**config.mk**
```make
export PLATFORM = sky130hd
export DESIGN_NAME = smc_write_ctrl
export DESIGN_NICKNAME = d
export VERILOG_FILES = /design/src/rtl/smc_pkg.sv /design/src/rtl/smc_wait_sync.sv /design/src/rtl/smc_req_capture.sv /design/src/rtl/smc_cycle_fsm.sv /design/src/rtl/smc_strobe_gen.sv /design/src/rtl/smc_write_ctrl.sv
export SDC_FILE = /design/constraint.sdc
export NUM_CORES = 1
export LEC_CHECK = 0
export ABC_AREA = 1
export BUFFER_PORTS_ARGS = -buffer_cell sky130_fd_sc_hd__buf_2
export CORE_UTILIZATION = 51
export DETAILED_ROUTE_END_ITERATION = 12
export GPL_ROUTABILITY_DRIVEN = 0
export PLACE_DENSITY = 0.78
export SLEW_MARGIN = 5
export SYNTH_ARGS = -nofsm -noshare
export SYNTH_HDL_FRONTEND = slang
export SYNTH_HIERARCHICAL = 1
export SYNTH_SLANG_ARGS = --single-unit
export TNS_END_PERCENT = 10
```
**constraint.sdc**
```tcl
create_clock -name clk -period 4.7 [get_ports clk]
set_input_delay 0.235 -clock clk [delete_from_list [all_inputs] [get_ports clk]]
set_output_delay 0.235 -clock clk [all_outputs]
set_load 0.05 [all_outputs]
```
**src/rtl/smc_pkg.sv**
```systemverilog
package smc_pkg;

    localparam int SETUP_W = 6;
    localparam int PULSE_W = 7;
    localparam int HOLD_W  = 6;
    localparam int CNT_W   = PULSE_W + 2;

    typedef logic [CNT_W-1:0] cnt_t;

    typedef enum logic [1:0] {
        WAIT_OFF    = 2'b00,
        WAIT_RSV    = 2'b01,
        WAIT_FREEZE = 2'b10,
        WAIT_READY  = 2'b11
    } wait_mode_e;

    typedef enum logic {
        ST_IDLE = 1'b0,
        ST_RUN  = 1'b1
    } run_state_e;

    typedef struct packed {
        logic [SETUP_W-1:0] cs_setup;
        logic [PULSE_W-1:0] cs_pulse;
        logic [SETUP_W-1:0] we_setup;
        logic [PULSE_W-1:0] we_pulse;
        logic [HOLD_W-1:0]  hold;
        logic               we_ctrl;
        wait_mode_e         wmode;
    } smc_timing_t;

    function automatic cnt_t strobe_end(input logic [SETUP_W-1:0] s,
                                        input logic [PULSE_W-1:0] p);
        return cnt_t'(s) + cnt_t'(p);
    endfunction

    function automatic cnt_t access_len(input smc_timing_t t);
        cnt_t a;
        cnt_t b;
        cnt_t e;
        a = strobe_end(t.cs_setup, t.cs_pulse);
        b = strobe_end(t.we_setup, t.we_pulse);
        e = (a > b) ? a : b;
        if (e == '0) e = cnt_t'(1);
        return e + cnt_t'(t.hold);
    endfunction

    function automatic logic in_window(input smc_timing_t t,
                                       input cnt_t c,
                                       input cnt_t win);
        cnt_t lo;
        cnt_t hi;
        cnt_t pl;
        cnt_t st;
        st = t.we_ctrl ? cnt_t'(t.we_setup) : cnt_t'(t.cs_setup);
        pl = t.we_ctrl ? cnt_t'(t.we_pulse) : cnt_t'(t.cs_pulse);
        hi = st + pl;
        lo = (pl > win) ? (hi - win) : st;
        return (c >= lo) && (c < hi);
    endfunction

endpackage

```
**src/rtl/smc_wait_sync.sv**
```systemverilog
module smc_wait_sync #(
    parameter int STAGES = 2
) (
    input  logic clk,
    input  logic rst,
    input  logic pin_n,
    output logic sync_n
);
    logic [STAGES-1:0] chain;

    generate
        for (genvar i = 0; i < STAGES; i++) begin : g_stage
            if (i == 0) begin : g_first
                always_ff @(posedge clk) begin
                    if (rst) chain[0] <= 1'b1;
                    else     chain[0] <= pin_n;
                end
            end else begin : g_next
                always_ff @(posedge clk) begin
                    if (rst) chain[i] <= 1'b1;
                    else     chain[i] <= chain[i-1];
                end
            end
        end
    endgenerate

    assign sync_n = chain[STAGES-1];
endmodule

```
**src/rtl/smc_req_capture.sv**
```systemverilog
module smc_req_capture
    import smc_pkg::*;
#(
    parameter int ADDR_W = 24,
    parameter int DATA_W = 32,
    parameter int BE_W   = 4
) (
    input  logic              clk,
    input  logic              rst,
    input  logic              take,
    input  logic [ADDR_W-1:0] in_addr,
    input  logic [DATA_W-1:0] in_data,
    input  logic [BE_W-1:0]   in_be,
    input  smc_timing_t       in_tim,
    output logic [ADDR_W-1:0] q_addr,
    output logic [DATA_W-1:0] q_data,
    output logic [BE_W-1:0]   q_be,
    output smc_timing_t       q_tim
);
    always_ff @(posedge clk) begin
        if (rst) begin
            q_addr <= '0;
            q_data <= '0;
            q_be   <= '0;
            q_tim  <= '0;
        end else if (take) begin
            q_addr <= in_addr;
            q_data <= in_data;
            q_be   <= in_be;
            q_tim  <= in_tim;
        end
    end
endmodule

```
**src/rtl/smc_cycle_fsm.sv**
```systemverilog
module smc_cycle_fsm
    import smc_pkg::*;
#(
    parameter int WIN_CYC = 2
) (
    input  logic        clk,
    input  logic        rst,
    input  logic        req_valid,
    input  smc_timing_t tim,
    input  logic        wait_sync_n,
    output logic        take,
    output logic        busy,
    output logic        frozen,
    output cnt_t        count,
    output logic        done
);
    localparam cnt_t WIN = cnt_t'(WIN_CYC);

    run_state_e state;
    cnt_t       len;
    logic       last;
    logic       win_hit;

    assign busy = (state == ST_RUN);
    assign take = req_valid && !busy;

    always_comb begin
        len     = access_len(tim);
        win_hit = in_window(tim, count, WIN);
        last    = (count == len - cnt_t'(1));
        frozen  = busy && (tim.wmode == WAIT_FREEZE) && !wait_sync_n && win_hit;
    end

    always_ff @(posedge clk) begin
        if (rst) begin
            state <= ST_IDLE;
            count <= '0;
            done  <= 1'b0;
        end else begin
            done <= 1'b0;
            if (!busy) begin
                if (take) begin
                    state <= ST_RUN;
                    count <= '0;
                end
            end else if (!frozen) begin
                if (last) begin
                    state <= ST_IDLE;
                    done  <= 1'b1;
                end else begin
                    count <= count + cnt_t'(1);
                end
            end
        end
    end
endmodule

```
**src/rtl/smc_strobe_gen.sv**
```systemverilog
module smc_strobe_gen
    import smc_pkg::*;
#(
    parameter int BE_W = 4
) (
    input  logic        busy,
    input  cnt_t        count,
    input  smc_timing_t tim,
    input  logic [BE_W-1:0] be,
    output logic        cs_n,
    output logic        we_n,
    output logic [BE_W-1:0] be_n
);
    logic cs_on;
    logic we_on;

    always_comb begin
        cs_on = busy && (count >= cnt_t'(tim.cs_setup))
                     && (count <  strobe_end(tim.cs_setup, tim.cs_pulse));
        we_on = busy && (count >= cnt_t'(tim.we_setup))
                     && (count <  strobe_end(tim.we_setup, tim.we_pulse));
        cs_n  = !cs_on;
        we_n  = !we_on;
    end

    generate
        for (genvar b = 0; b < BE_W; b++) begin : g_lane
            assign be_n[b] = !(busy && be[b]);
        end
    endgenerate
endmodule

```
**src/rtl/smc_write_ctrl.sv**
```systemverilog
module smc_write_ctrl
    import smc_pkg::*;
#(
    parameter int ADDR_W      = 24,
    parameter int DATA_W      = 32,
    parameter int BE_W        = 4,
    parameter int SYNC_STAGES = 2,
    parameter int WIN_CYC     = 2
) (
    input  logic               clk,
    input  logic               rst,
    input  logic               req_valid,
    output logic               req_ready,
    input  logic [ADDR_W-1:0]  req_addr,
    input  logic [DATA_W-1:0]  req_data,
    input  logic [BE_W-1:0]    req_be,
    input  logic [SETUP_W-1:0] cfg_cs_setup,
    input  logic [PULSE_W-1:0] cfg_cs_pulse,
    input  logic [SETUP_W-1:0] cfg_we_setup,
    input  logic [PULSE_W-1:0] cfg_we_pulse,
    input  logic [HOLD_W-1:0]  cfg_hold,
    input  logic               cfg_we_ctrl,
    input  logic [1:0]         cfg_wait_mode,
    input  logic               wait_n,
    output logic               mem_cs_n,
    output logic               mem_we_n,
    output logic [BE_W-1:0]    mem_be_n,
    output logic [ADDR_W-1:0]  mem_addr,
    output logic [DATA_W-1:0]  mem_data,
    output logic               done
);
    smc_timing_t     tim_in;
    smc_timing_t     tim_q;
    logic [BE_W-1:0] be_q;
    logic            wait_sync_n;
    logic            take;
    logic            busy;
    logic            frozen;
    cnt_t            count;

    always_comb begin
        tim_in.cs_setup = cfg_cs_setup;
        tim_in.cs_pulse = cfg_cs_pulse;
        tim_in.we_setup = cfg_we_setup;
        tim_in.we_pulse = cfg_we_pulse;
        tim_in.hold     = cfg_hold;
        tim_in.we_ctrl  = cfg_we_ctrl;
        tim_in.wmode    = wait_mode_e'(cfg_wait_mode);
    end

    smc_wait_sync #(.STAGES(SYNC_STAGES)) u_sync (
        .clk    (clk),
        .rst    (rst),
        .pin_n  (wait_n),
        .sync_n (wait_sync_n)
    );

    smc_req_capture #(.ADDR_W(ADDR_W), .DATA_W(DATA_W), .BE_W(BE_W)) u_cap (
        .clk     (clk),
        .rst     (rst),
        .take    (take),
        .in_addr (req_addr),
        .in_data (req_data),
        .in_be   (req_be),
        .in_tim  (tim_in),
        .q_addr  (mem_addr),
        .q_data  (mem_data),
        .q_be    (be_q),
        .q_tim   (tim_q)
    );

    smc_cycle_fsm #(.WIN_CYC(WIN_CYC)) u_fsm (
        .clk         (clk),
        .rst         (rst),
        .req_valid   (req_valid),
        .tim         (tim_q),
        .wait_sync_n (wait_sync_n),
        .take        (take),
        .busy        (busy),
        .frozen      (frozen),
        .count       (count),
        .done        (done)
    );

    smc_strobe_gen #(.BE_W(BE_W)) u_strb (
        .busy  (busy),
        .count (count),
        .tim   (tim_q),
        .be    (be_q),
        .cs_n  (mem_cs_n),
        .we_n  (mem_we_n),
        .be_n  (mem_be_n)
    );

    assign req_ready = !busy;
endmodule

```
Yosys cells after proc, flatten, opt, wreduce, memory -nomap -nowiden
Index checks and enable logic that the tools add are counted.

storage, ports and cells
  register bits = 108
  word-level logic and storage cells = 74
  input port bits = 99
  output and inout port bits = 64

cells by class
  muxes and demuxes = 14
  $add $sub $neg = 7
  reductions and logical operators = 25
  bitwise operators = 1
  equality and inequality tests = 4
  order comparisons = 8

operators by type and width
  kind                 number
  $mux 9               7
  $lt 9x9->1           3
  $ge 9x6->1           2
  $add 6x7->8          2
  $logic_and 1x1->1    13
  $add 9x1->9 const B  1
  $add 9x6->9          1
  $add 9x9->9          1
  $eq 9x9->1           1
  $ge 9x9->1           1
  $gt 9x2->1 const B   1
  $gt 9x9->1           1
  $logic_not 9->1      1
  $sub 9x1->9 const B  1
  $sub 9x2->9 const B  1
  $logic_not 1->1      8
  $mux 7               1
  $mux 6               1
  $mux 1               5
  $ne 2x2->1 const B   2
  $reduce_and 3->1     1
  $reduce_or 3->1      1
  $eq 2x2->1 const B   1
  $reduce_bool 2->1    1
  $not 1->1            1

Longest topological paths before layout
Gate-level depths: netlist (run 1).

  depth in word-level cells = 11
  gate-level depth with buffers = 43
  mapped depth without buffers = 42

Hierarchy
The synthesis (run 1) kept the hierarchy.

by module, submodules not included
  module           seq. area each (sq um)  area an instance (sq um)  instances  cells an instance
  smc_req_capture  1901.8                  3876.2                    1          602
  smc_cycle_fsm    220.2                   3105.5                    1          500
  smc_strobe_gen   0.0                     1257.5                    1          207
  smc_wait_sync    40.0                    58.8                      1          7
  smc_write_ctrl   0.0                     3.8                       1          1

Least setup slack after synthesis (run 1)
Ideal clock, no wire load.

  path type = register -> register
  start = reg u_cap/q_tim[29] (netlist bit)
  end = reg u_fsm.count[1]
  period minus slack after synthesis = 4.927 ns
  path buffers = 1
  required time = 4.571 ns
  path slack = -0.227 ns
  setup time = 0.129 ns
  arrival = 4.799 ns
  cell stages (with the launch flop) = 40
  cell sequence = dfxtp_1 ha_1 inv_1 fa_1 o21ai_1 nand2_1 nand2_1 nand2_1 nand2_1 xor2_1 inv_1 ha_1 nand2_1 nor2_1 nand4_1 nand2_1 buf_2 nand2_1 [... 4 more ...] inv_1 ha_1 inv_1 fa_1 inv_1 nand2_1 nand2_1 nand3_1 nor2_1 nand2_1 nor2_1 nand2_1 nor2_4 nand3_4 nand3_4 nand2_1 nand2_1 nor2_1

on the way
  word-level cells in the longest chain between the ends = 10
  elaborated cells on any way between the ends = 19
  those cells by class = add/sub (5); order compare (3); eq/ne (3); mux (4); reduce/logical (4)

ends and longest elaborated chain
  element                         line                   text
  from (decl)                     smc_req_capture.sv:18  output smc_timing_t q_tim
  from (signal assigned)          smc_req_capture.sv:30  q_tim <= in_tim;
  $add 6x7->8                     smc_pkg.sv:34          return cnt_t'(s) + cnt_t'(p);
  $gt 9x9->1                      smc_pkg.sv:43          e = (a > b) ? a : b;
  $mux 9                          smc_pkg.sv:43
  $logic_not 9->1                 smc_pkg.sv:44          if (e == '0) e = cnt_t'(1);
  $mux 9                          smc_pkg.sv:44
  $add 9x6->9                     smc_pkg.sv:45          return e + cnt_t'(t.hold);
  $sub 9x1->9                     smc_cycle_fsm.sv:30    last = (count == len - cnt_t'(1));
  $eq 9x9->1                      smc_cycle_fsm.sv:30
  $ne 2x2->1 (no line)            -
  $reduce_and 3->1 (no line) (*)  -
  to (signal assigned)            smc_cycle_fsm.sv:51    count <= count + cnt_t'(1);
  to (decl)                       smc_cycle_fsm.sv:14    output cnt_t count,

Mark *: on every way between the ends. The rest lies on a longest branch, timed or not.
A chain may end at the register's enable or synchronous reset.

Worst setup path in the final report (run 1)
  start = reg u_cap/q_tim[22] (netlist bit)
  end = reg u_fsm.count[2]

Same word-level chain as after synthesis.

==> metrics.md, run 1 <==
| Metric | Value |
|---|---|
| Hold_buf cts | 0 |
| DRC | 0 |
| Placed wire-length estimate | 16790 um |
| Slew @ Worst Pin | 0.9337 ns |
| Post-route ant nets | 0 |
| Final setup fails | 11 |
| GR peak layer | met2 |
| Net Switching | 1.677 mW |
| Flop pwr share | 0.266 |
| Reg2Reg Depth | 39 |
| CTS sink count | 108 |
| Die Area | 0.01668 sq mm |
| RR Endpoint | u_fsm/count[2] |
| Worst r2r src | u_cap/q_tim[22] |
| Hold path depth | 3 |
| Port-buffer cells | 162 |
| Clk_skew | 0.009847 ns |
| Worst skew pair latency | 0.36 ns |
| Synthesized netlist cell count | 1307 |
| Synth warn | 6 |
| Cell Pwr Density | 380.5 mW/mm^2 |
| Worst reg2reg setup slack | -0.70 ns |
| Via count | 8595 |
| DRT Wirelength | 22690 um |
| Internal power | 2.199 mW |
| WHS Endpoint | u_sync/chain[0] |
| Fin crit period | 5.404 ns |
| HP Start | wait_n |
| Slew HR | 0.3761 |
| Maximum root-to-sink buffer count | 2 |
| CP Data Arrival Time | 5.64 ns |
| CP top delay family | simple AND/OR/NAND/NOR gates |
| Drt pass-1 iters | 6 |
| CP Class | flop to flop |
| Hold Vio Cnt, Final | 0 |
| Startpoint Class | flop |
| Mapped cell area | 0.008248 sq mm |
| Avg Inst Size Synth | 6.311 sq um |
| Ant diodes | 0 |
| Vias in the first global route | 8001 |
| Commonest non-fill, non-tap cells in the layout | nand2_1, nor2_1, inv_1 |
| Placed Cells | 1709 |
| CTS tree | yes |
| Met1 Usage GRT | 0.3129 |
| CTS clk-pin slew, worst paths | 0.08 ns |
| Core Area | 0.01583 sq mm |
| Global route total overflow | 0 |
| CTS Buf Count | 9 |
| Hold Crit Class | input pin to flop |
| Worst path max stage delay | 0.48 ns |
| TNS Setup | -6.733 ns |
| Unrepaired setup endpoints after global routing | true |
| First-pass GRT wire length | 36320 um |
| Nets | 1725 |
| Tcrit/Tclk final | 1.150 |
| Share of layout cells above drive strength 1 | 0.2026 |
| Most common cell on crit path | nand2_1 |
| Peak VDD IR | 320.9 uV |
| Area of the multi-input gates | 0.005171 sq mm |
| Worst setup EP type | flop |
| Core Rows | 46 |
| Slew Viols, Final | 0 |
| I/O pin count | 163 |
| Max FO, Critical Path | 7 |
| Fin Hold WS | 0.04967 ns |
| Failing checks | setup timing |
| Worst setup margin | -0.7041 ns |
| Max cap viols | 0 |
| Met2 GRT Util | 0.4801 |
| Fillers | 1409 |
| Initial antenna violation count | 0 |
| Sequential cell area | 0.002165 sq mm |
| Die height | 129.2 um |
| Critical path data required time | 4.94 ns |
| Area growth, synth to finish | 23.51% |
| Largest net degree at the start of global routing | 104 |
| Crit-path slowest cell | fa_1 |
| GR Layer Usage met3 | 0.06895 |
| Drt wl/cell | 13.00 um |
| Die width | 129.2 um |
| Pleak | 5.944 nW |
| Clock power share | 0.191 |
| Initial DRC Count | 531 |
| Mapped Nets | 1507 |
| Switching part of the total power | 0.4326 |
| H-tree levels | 3 |
| Starting Density | 0.5211 |
| Commonest non-fill, non-tap cell in the layout | nand2_1 |
| CP bufs+invs | 7 |
| Status | finished, violations left |
| Comb power frac | 0.543 |
| Root Driver | clkbuf_16 |
| DR vias/cell | 4.923 |
| GRT Total Usage | 0.2750 |
| Non-Filler Instances | 1746 |
| Fmax | 185.0 MHz |
## worst max path at each step
stage | slack [ns] | startpoint | depth (start not counted) | endpoint
finish | -0.70 | u_cap/q_tim[22] | 39 | u_fsm/count[2]
global route | -0.94 | u_cap/q_tim[22] | 39 | u_fsm/count[2]
CTS | -0.42 | u_cap/q_tim[29] | 39 | u_fsm/count[8]
detailed placement | -0.48 | u_cap/q_tim[22] | 38 | u_fsm/count[8]
global placement | -0.24 | u_cap/q_tim[22] | 39 | u_fsm/count[1]
floorplan | 0.004 | u_cap/q_tim[22] | 39 | u_fsm/count[1]
## worst min-delay path, delay by kind of cell
| kind | cells | cell delay, ns |
|---|---|---|
| buffers and inverters | 2 | 0.10 |
| and+or+nand+nor | 1 | 0.04 |
## registers in the layout, summed over array words and instances, names as in the netlist
register / flops
u_cap/q_tim: 35
u_cap/q_be: 4
u_fsm/done: 1
u_cap/q_data: 32
u_fsm/count: 9
u_cap/q_addr: 24
u_sync/sync_n: 1
u_fsm/busy: 1
u_sync/chain: 1
## timing repair
action,4_1_cts,5_1_grt
cloned,2,0
pin swaps,29,26
hold endpoints to repair,0,0
setup endpoints to repair,11,11
buffers inserted,17,2
resized for setup,31,12
## power groups by stage
stage	registers, mW	clock network (mW)	logic, mW
final	1.03	0.741	2.10
after global routing	1.04	0.795	2.32
after CTS	1.03	0.756	2.00
after detailed placement	1.05	0	1.87
after global placement	1.05	0	1.82
after floorplan	1.18	0	1.23
## through the flow
| step | instance area, sq um | total power [mW] | util | setup slack, ns |
|---|---|---|---|---|
| after global routing | 10190 | 4.157 | 0.6436 | -0.9420 |
| after CTS | 10130 | 3.789 | 0.6398 | -0.4219 |
| final | 10190 | 3.876 | 0.6436 | -0.7041 |
| after global placement | 9603 | 2.866 | 0.6067 | -0.2407 |
| after floorplan | 8269 | 2.408 | - | 0.003748 |
| after detailed placement | 9603 | 2.919 | 0.6067 | -0.4833 |
## layout make-up
| class | count | share of cell area |
|---|---|---|
| repair buffers | 242 | 0.1420 |
| clock inverters | 6 | 0.005281 |
| clock buffers | 10 | 0.02248 |
| inverters | 227 | 0.08364 |
| flip-flops and latches | 108 | 0.2125 |
| multi-input cells | 937 | 0.5076 |
| well taps | 216 | 0.02653 |
## metal layers
metal	vias up	wire (um)	part of all wire
met1	3809	9481	0.42
met4	0	844	0.037
met3	69	1544	0.068
met2	293	10820	0.48
li1	4424	-	-
met5	-	0	0
No activity file was read; power rests on OpenSTA's default activity.
==> inputs of run 2 (changes only) <==
CORE_MARGIN = 4   (was default)
CORE_UTILIZATION = 52   (was 51)
PLACE_DENSITY = 0.76   (was 0.78)
clock period = 6.3 ns   (was 4.7 ns; I/O delays follow)
==> run 2 against run 1 <==
Against the previous run:
- the flow now finishes without violations
- global-route usage decreased by 4.7 points
- combinational power fell by 39%
- via count decreased by 7.0%
- wire length is 8.6% lower
- clock power down 24%
- highest routed layer is now met5
==> metrics.md, run 2 (synthesis results as in run 1) <==
| Metric | Value |
|---|---|
| Commonest non-fill, non-tap cell in the layout | nand2_1 |
| Critical path data required time | 6.55 ns (+1.61 ns) |
| CTS Buf Count | 9 (unchanged) |
| Maximum root-to-sink buffer count | 2 (unchanged) |
| CP bufs+invs | 5 (-2) |
| Fmax | 179.1 MHz (-3.2%) |
| Clk_skew | 0.005184 ns (-0.004663 ns) |
| Slew Viols, Final | 0 (unchanged) |
| CP top delay family | simple AND/OR/NAND/NOR gates |
| Post-route ant nets | 0 (unchanged) |
| Ant diodes | 0 (unchanged) |
| Die width | 133.9 um (+3.7%) |
| Initial DRC Count | 475 (-11%) |
| CTS tree | yes |
| Share of layout cells above drive strength 1 | 0.1353 (-0.06735) |
| Fillers | 1482 (+5.2%) |
| Slew HR | 0.3613 (-0.01479) |
| Die height | 133.9 um (+3.7%) |
| CP Class | flop to flop |
| Unrepaired setup endpoints after global routing | false |
| Slew @ Worst Pin | 0.9581 ns (+0.02439 ns) |
| Final setup fails | 0 (-11) |
| CTS clk-pin slew, worst paths | 0.07 ns (about the same) |
| Core Util, Final | 0.6134 (-0.03021) |
| Tot Pwr | 2.626 mW (-32%) |
| # Post-CTS Setup Buffers | 0 (-17) |
| Starting Density | 0.5366 (+0.01548) |
| Root Driver | clkbuf_16 |
| Max cap viols | 0 (unchanged) |
| Nets | 1645 (-4.6%) |
| Port-buffer cells | 162 (unchanged) |
| Hold Vio Cnt, Final | 0 (unchanged) |
| Most common cell on crit path | nand2_1 |
| Global route total overflow | 0 (unchanged) |
| Die Area | 0.01794 sq mm (+7.5%) |
| Cts repair resizes | 0 (-100%) |
| Worst setup EP type | flop |
| Hold_buf cts | 0 (unchanged) |
| CTS sink count | 108 (unchanged) |
| TNS Setup | 0 ns (+6.733 ns) |
| H-tree levels | 3 (unchanged) |
| Area growth, synth to finish | 14.32% |
| Status | complete, no violations |
| Placed wire-length estimate | 15760 um (-6.1%) |
| Crit-path slowest cell | fa_1 |
| Max reg flops | 35 (unchanged) |
| I/O pin count | 163 (unchanged) |
| Initial antenna violation count | 1 (+1) |
| DRT Wirelength | 20740 um (-8.6%) |
| Commonest non-fill, non-tap cells in the layout | nand2_1, nor2_1, inv_1 |
| Core Rows | 45 (-2.2%) |
| Tcrit/Tclk final | 0.8861 (-0.2637) |
| First-pass GRT wire length | 33820 um (-6.9%) |
| Top reg by flops | u_cap/q_tim |
| Startpoint Class | flop |
| Worst path max stage delay | 0.45 ns (-0.03 ns) |
| Peak VDD IR | 184.3 uV (-43%) |
| Biggest regs | u_cap/q_tim x35, u_cap/q_data x32, u_cap/q_addr x24 |
| Hold Crit Class | input pin to flop |
| Largest net degree at the start of global routing | 191 (+84%) |
| Drt wl/cell | 12.50 um (-3.9%) |
| Worst skew pair latency | 0.35 ns (about the same) |
| CP Data Arrival Time | 5.83 ns (+0.19 ns) |
| DRC | 0 (unchanged) |
| Via count | 7997 (-7.0%) |
| Pleak | 5.523 nW (-7.1%) |
| Fin crit period | 5.582 ns (+0.1781 ns) |
| Cell Pwr Density | 278.5 mW/mm^2 (-27%) |
| Max FO, Critical Path | 16 (+9) |
| Drt pass-1 iters | 5 (-1) |
| GRT Total Usage | 0.2282 (-0.04673) |
| Core Area | 0.01537 sq mm (-2.9%) |
| DR vias/cell | 4.817 (-2.1%) |
| Vias in the first global route | 7303 (-8.7%) |
==> run 2: changes by cell type in the layout (fill, tap and decap cells not counted), moves of 6 or more <==
cell	delta
buf_6	-6
nand2_1	+9
o21ai_2	-7
buf_4	-72
nand2_2	-8
==> run 2: worst reg2reg max path, delay by kind of cell, from the launching register on <==
kind                       cells  cell delay [ns]
xor gates and xnor gates       1             0.19
AOI/OAI and AO/OA              3             0.42
and+or+nand+nor               24             2.45
buffers and inverters          5             0.32
DFF                            1             0.40
adders and majority gates      6             1.69
==> run 2: report_power, final <==
part	switching (mW)	internal [mW]
clock	0.256	0.309
combinational	0.812	0.465
sequential	0.0509	0.733
total	1.12	1.51
==> run 2: metal layers <==
layer  vias up  share of wire  track usage  routed length (um)
met1      3463           0.45       0.2905                9277
met3        32          0.089      0.07164                1841
met2       242           0.45       0.3723                9256
met4         2          0.017      0.06743                 354
met5         -        0.00058            0                  12
li1       4258              -            -                   -
==> run 2: path summary, 6_finish.rpt <==
path / start / endpoint / slack (ns) / cells after the start
worst min register to register: u_sync/chain[0] / u_sync/sync_n / 0.42 / 2
worst min-delay path: wait_n / u_sync/chain[0] / 0.14 / 3
worst max register to register: u_cap/q_tim[29] / u_fsm/count[0] / 0.72 / 39
worst max-delay path: u_cap/q_tim[29] / u_fsm/count[0] / 0.72 / 39
==> run 2: area by class of cell <==
cell class	instances	area [sq um]	share of cell area
inverter	227	852.1	0.09037
clock inverter	5	61.31	0.006502
clock buffer	10	229.0	0.02428
sequential	108	2162	0.2293
tap	211	264.0	0.02800
multi-input combinational	935	5022	0.5326
timing repair buffer	164	838.3	0.08891
==> run 2: through the flow <==
step	hold WS (ns)	cell area (sq um)	setup slack, ns	cells
after detailed placement	0.4009	9139	0.7439	1645
after global routing	0.1470	9429	0.02221	1660
after global placement	0.3943	9139	0.8770	1645
after CTS	0.1299	9429	0.7196	1660
final	0.1422	9429	0.7178	1660
after floorplan	0.3865	8248	1.373	1307
==> inputs of run 3 (changes only) <==
BUFFER_PORTS_ARGS = default   (was -buffer_cell sky130_fd_sc_hd__buf_2)
CTS_CLUSTER_DIAMETER = 50   (was default)
DONT_BUFFER_PORTS = 1   (was default)
PLACE_DENSITY = 0.7   (was 0.76)
clock period = 4.6 ns   (was 6.3 ns; I/O delays follow)
==> run 3 against run 2 <==
Against the previous run:
- global-route usage shrank 0.082 points
- hold slack worse by 0.22 ns
- the flow now finishes with violations (hold timing, setup timing)
- largest cell class unchanged
- cell area is 0.48% higher
- via count decreased by 3.3%
- combinational power is 45% higher
- setup slack worse by 1.2 ns
- critical path type unchanged
- sequential power rose by 53%
- critical endpoint is now u_fsm/count[4]
- non-clock buffer count fell by 80
- critical path depth is 1 lower
==> metrics.md, run 3 (synthesis results as in run 1) <==
| Metric | Value |
|---|---|
| Cell Pwr Density | 411.5 mW/mm^2 (+48%) |
| Worst setup EP type | flop |
| Slew HR | 0.3079 (-0.05335) |
| Met1 Usage GRT | 0.2855 (-0.004909) |
| Hold path depth | 1 (-2) |
| Crit-path slowest cell | fa_2 |
| Starting Density | 0.5366 (unchanged) |
| Share of layout cells above drive strength 1 | 0.1114 (-0.02383) |
| Post-route cell area | 0.009474 sq mm (+0.48%) |
| Critical path data required time | 4.86 ns (-1.69 ns) |
| Die width | 133.9 um (unchanged) |
| Core Area | 0.01537 sq mm (unchanged) |
| Biggest regs | u_cap/q_tim x35, u_cap/q_data x32, u_cap/q_addr x24 |
| Worst r2r src | u_cap/q_tim[29] |
| Root Driver | clkbuf_16 |
| DR vias/cell | 4.881 (+1.3%) |
| CP Class | flop to flop |
| Hold_buf cts | 3 (+3) |
| Core Util, Final | 0.6164 (+0.002930) |
| TNS Setup | -5.400 ns (-5.400 ns) |
| Global route total overflow | 0 (unchanged) |
| Reg2Reg Depth | 38 (-2.6%) |
| Commonest non-fill, non-tap cell in the layout | nand2_1 |
| Hold Vio Cnt, Final | 9 (+9) |
| Dpl ws | -0.4847 ns (-1.229 ns) |
| Placed Area | 0.008902 sq mm (-2.6%) |
| Top reg by flops | u_cap/q_tim |
| Vias in the first global route | 7082 (-3.0%) |
| Met2 GRT Util | 0.3810 (+0.008703) |
| Via count | 7732 (-3.3%) |
| Largest net degree at the start of global routing | 68 (-64%) |
| Area growth, synth to finish | 14.87% |
| RR Endpoint | u_fsm/count[4] |
| Initial DRC Count | 441 (-7.2%) |
| First-pass GRT wire length | 33430 um (-1.2%) |
| Non-Filler Instances | 1584 (-4.6%) |
| Max cap viols | 0 (unchanged) |
| Drt wl/cell | 13.17 um (+5.4%) |
| Fin crit period | 5.131 ns (-0.4511 ns) |
| Slew @ Worst Pin | 1.036 ns (+0.07756 ns) |
| Worst setup margin | -0.5311 ns (-1.249 ns) |
| Core Rows | 45 (unchanged) |
| Startpoint Class | flop |
| HP Start | rst |
| Unrepaired setup endpoints after global routing | true |
| Failing checks | hold timing, setup timing |
| GRT Total Usage | 0.2274 (-0.0008160) |
| CP Data Arrival Time | 5.39 ns (-0.44 ns) |
| DRC | 0 (unchanged) |
| Maximum root-to-sink buffer count | 2 (unchanged) |
| CTS sink count | 108 (unchanged) |
| Die height | 133.9 um (unchanged) |
| Final setup fails | 11 (+11) |
| Worst path max stage delay | 0.43 ns (-0.02 ns) |
| Status | finished, violations left |
| Placed wire-length estimate | 16040 um (+1.8%) |
| Fillers | 1480 (-0.13%) |
| Die Area | 0.01794 sq mm (unchanged) |
| Commonest non-fill, non-tap cells in the layout | nand2_1, nor2_1, inv_1 |
| Most common cell on crit path | nand2_1 |
| Placed Cells | 1557 (-5.3%) |
| Fmax | 194.9 MHz (+8.8%) |
| Nets | 1568 (-4.7%) |
| Drt pass-1 iters | 5 (unchanged) |
| Tot Pwr | 3.898 mW (+48%) |
| Port-buffer cells | 0 (-100%) |
| H-tree levels | 3 (unchanged) |
| CTS tree | yes |
| Clk_skew | 0.01141 ns (+0.006231 ns) |
| Slew Viols, Final | 0 (unchanged) |
| Initial antenna violation count | 0 (-1) |
| DRT Wirelength | 20860 um (+0.56%) |
| Fin Hold WS | -0.07540 ns (-0.2176 ns) |
| GR peak layer | met2 |
| Ant diodes | 0 (unchanged) |
| Max FO, Critical Path | 6 (-10) |
| I/O pin count | 163 (unchanged) |
| Post-route ant nets | 0 (unchanged) |
| Worst skew pair latency | 0.36 ns (about the same) |
| Pleak | 5.292 nW (-4.2%) |
| GR Layer Usage met3 | 0.06789 (-0.003751) |
| Hold Crit Class | input pin to flop |
| Worst reg2reg setup slack | -0.53 ns (-1.25 ns) |
| CTS Buf Count | 9 (unchanged) |
| Peak VDD IR | 248.2 uV (+35%) |
| WHS Endpoint | u_fsm/count[2] |
| Tcrit/Tclk final | 1.115 (+0.2294) |
| Max reg flops | 35 (unchanged) |
| CTS clk-pin slew, worst paths | 0.08 ns (about the same) |
-- run 3: cell types whose count changed in the layout (fill, tap and decap cells not counted), moves of 6 or more --
| cell | previous run | this run |
|---|---|---|
| buf_2 | 162 | 0 |
| buf_4 | 1 | 78 |
| nand2_1 | 396 | 386 |
| nand2_2 | 1 | 8 |
| o21ai_2 | 0 | 6 |
-- run 3: routing by layer --
layer | part of all wire | vias to the layer above
li1 | - | 4108
met1 | 0.44 | 3387
met5 | 0 | -
met4 | 0.013 | 0
met3 | 0.074 | 22
met2 | 0.47 | 215
-- run 3: layout make-up --
class | count | area [sq um] | area share
timing repair buffer | 84 | 658.1 | 0.06947
inverter | 227 | 852.1 | 0.08994
sequential | 108 | 2165 | 0.2285
tap | 211 | 264.0 | 0.02787
multi-input combinational | 938 | 5207 | 0.5497
clock inverter | 7 | 102.6 | 0.01083
clock buffer | 9 | 225.2 | 0.02377
-- run 3: how the worst max path moves through the flow --
stage,start,to,slack [ns],cells after the start
after floorplan,u_cap/q_tim[29],u_fsm/count[1],-0.07,39
after global placement,u_cap/q_tim[22],u_fsm/count[0],-0.31,39
after detailed placement,u_cap/q_tim[22],u_fsm/count[1],-0.48,39
after CTS,u_cap/q_tim[22],u_fsm/count[8],-0.43,38
after global routing,u_cap/q_tim[29],u_fsm/count[2],-0.85,38
final,u_cap/q_tim[29],u_fsm/count[4],-0.53,38
-- run 3: worst max-delay path: cells and delay by family (launching register included) --
kind                     cells  cell delay (ns)
flip-flops                   1             0.36
XOR/XNOR                     1             0.21
AND/OR/NAND/NOR             20             1.79
buffers and inverters        7             0.64
AO/OA/AOI/OAI                4             0.48
adder cells (fa/ha/maj)      6             1.54
-- run 3: where the power goes --
group	internal [mW]	switching, mW	leakage, nW
sequential	1.00	0.193	0.894
clock	0.442	0.394	0.160
combinational	0.807	1.06	4.24
-- run 3: repair_timing --
item / in CTS / in global routing
setup buffers: 1 / 4
gates cloned: 2 / 1
resized for setup: 6 / 34
endpoints found under the hold margin: 11 / 9
pin swaps: 3 / 33
setup endpoints to repair: 11 / 11
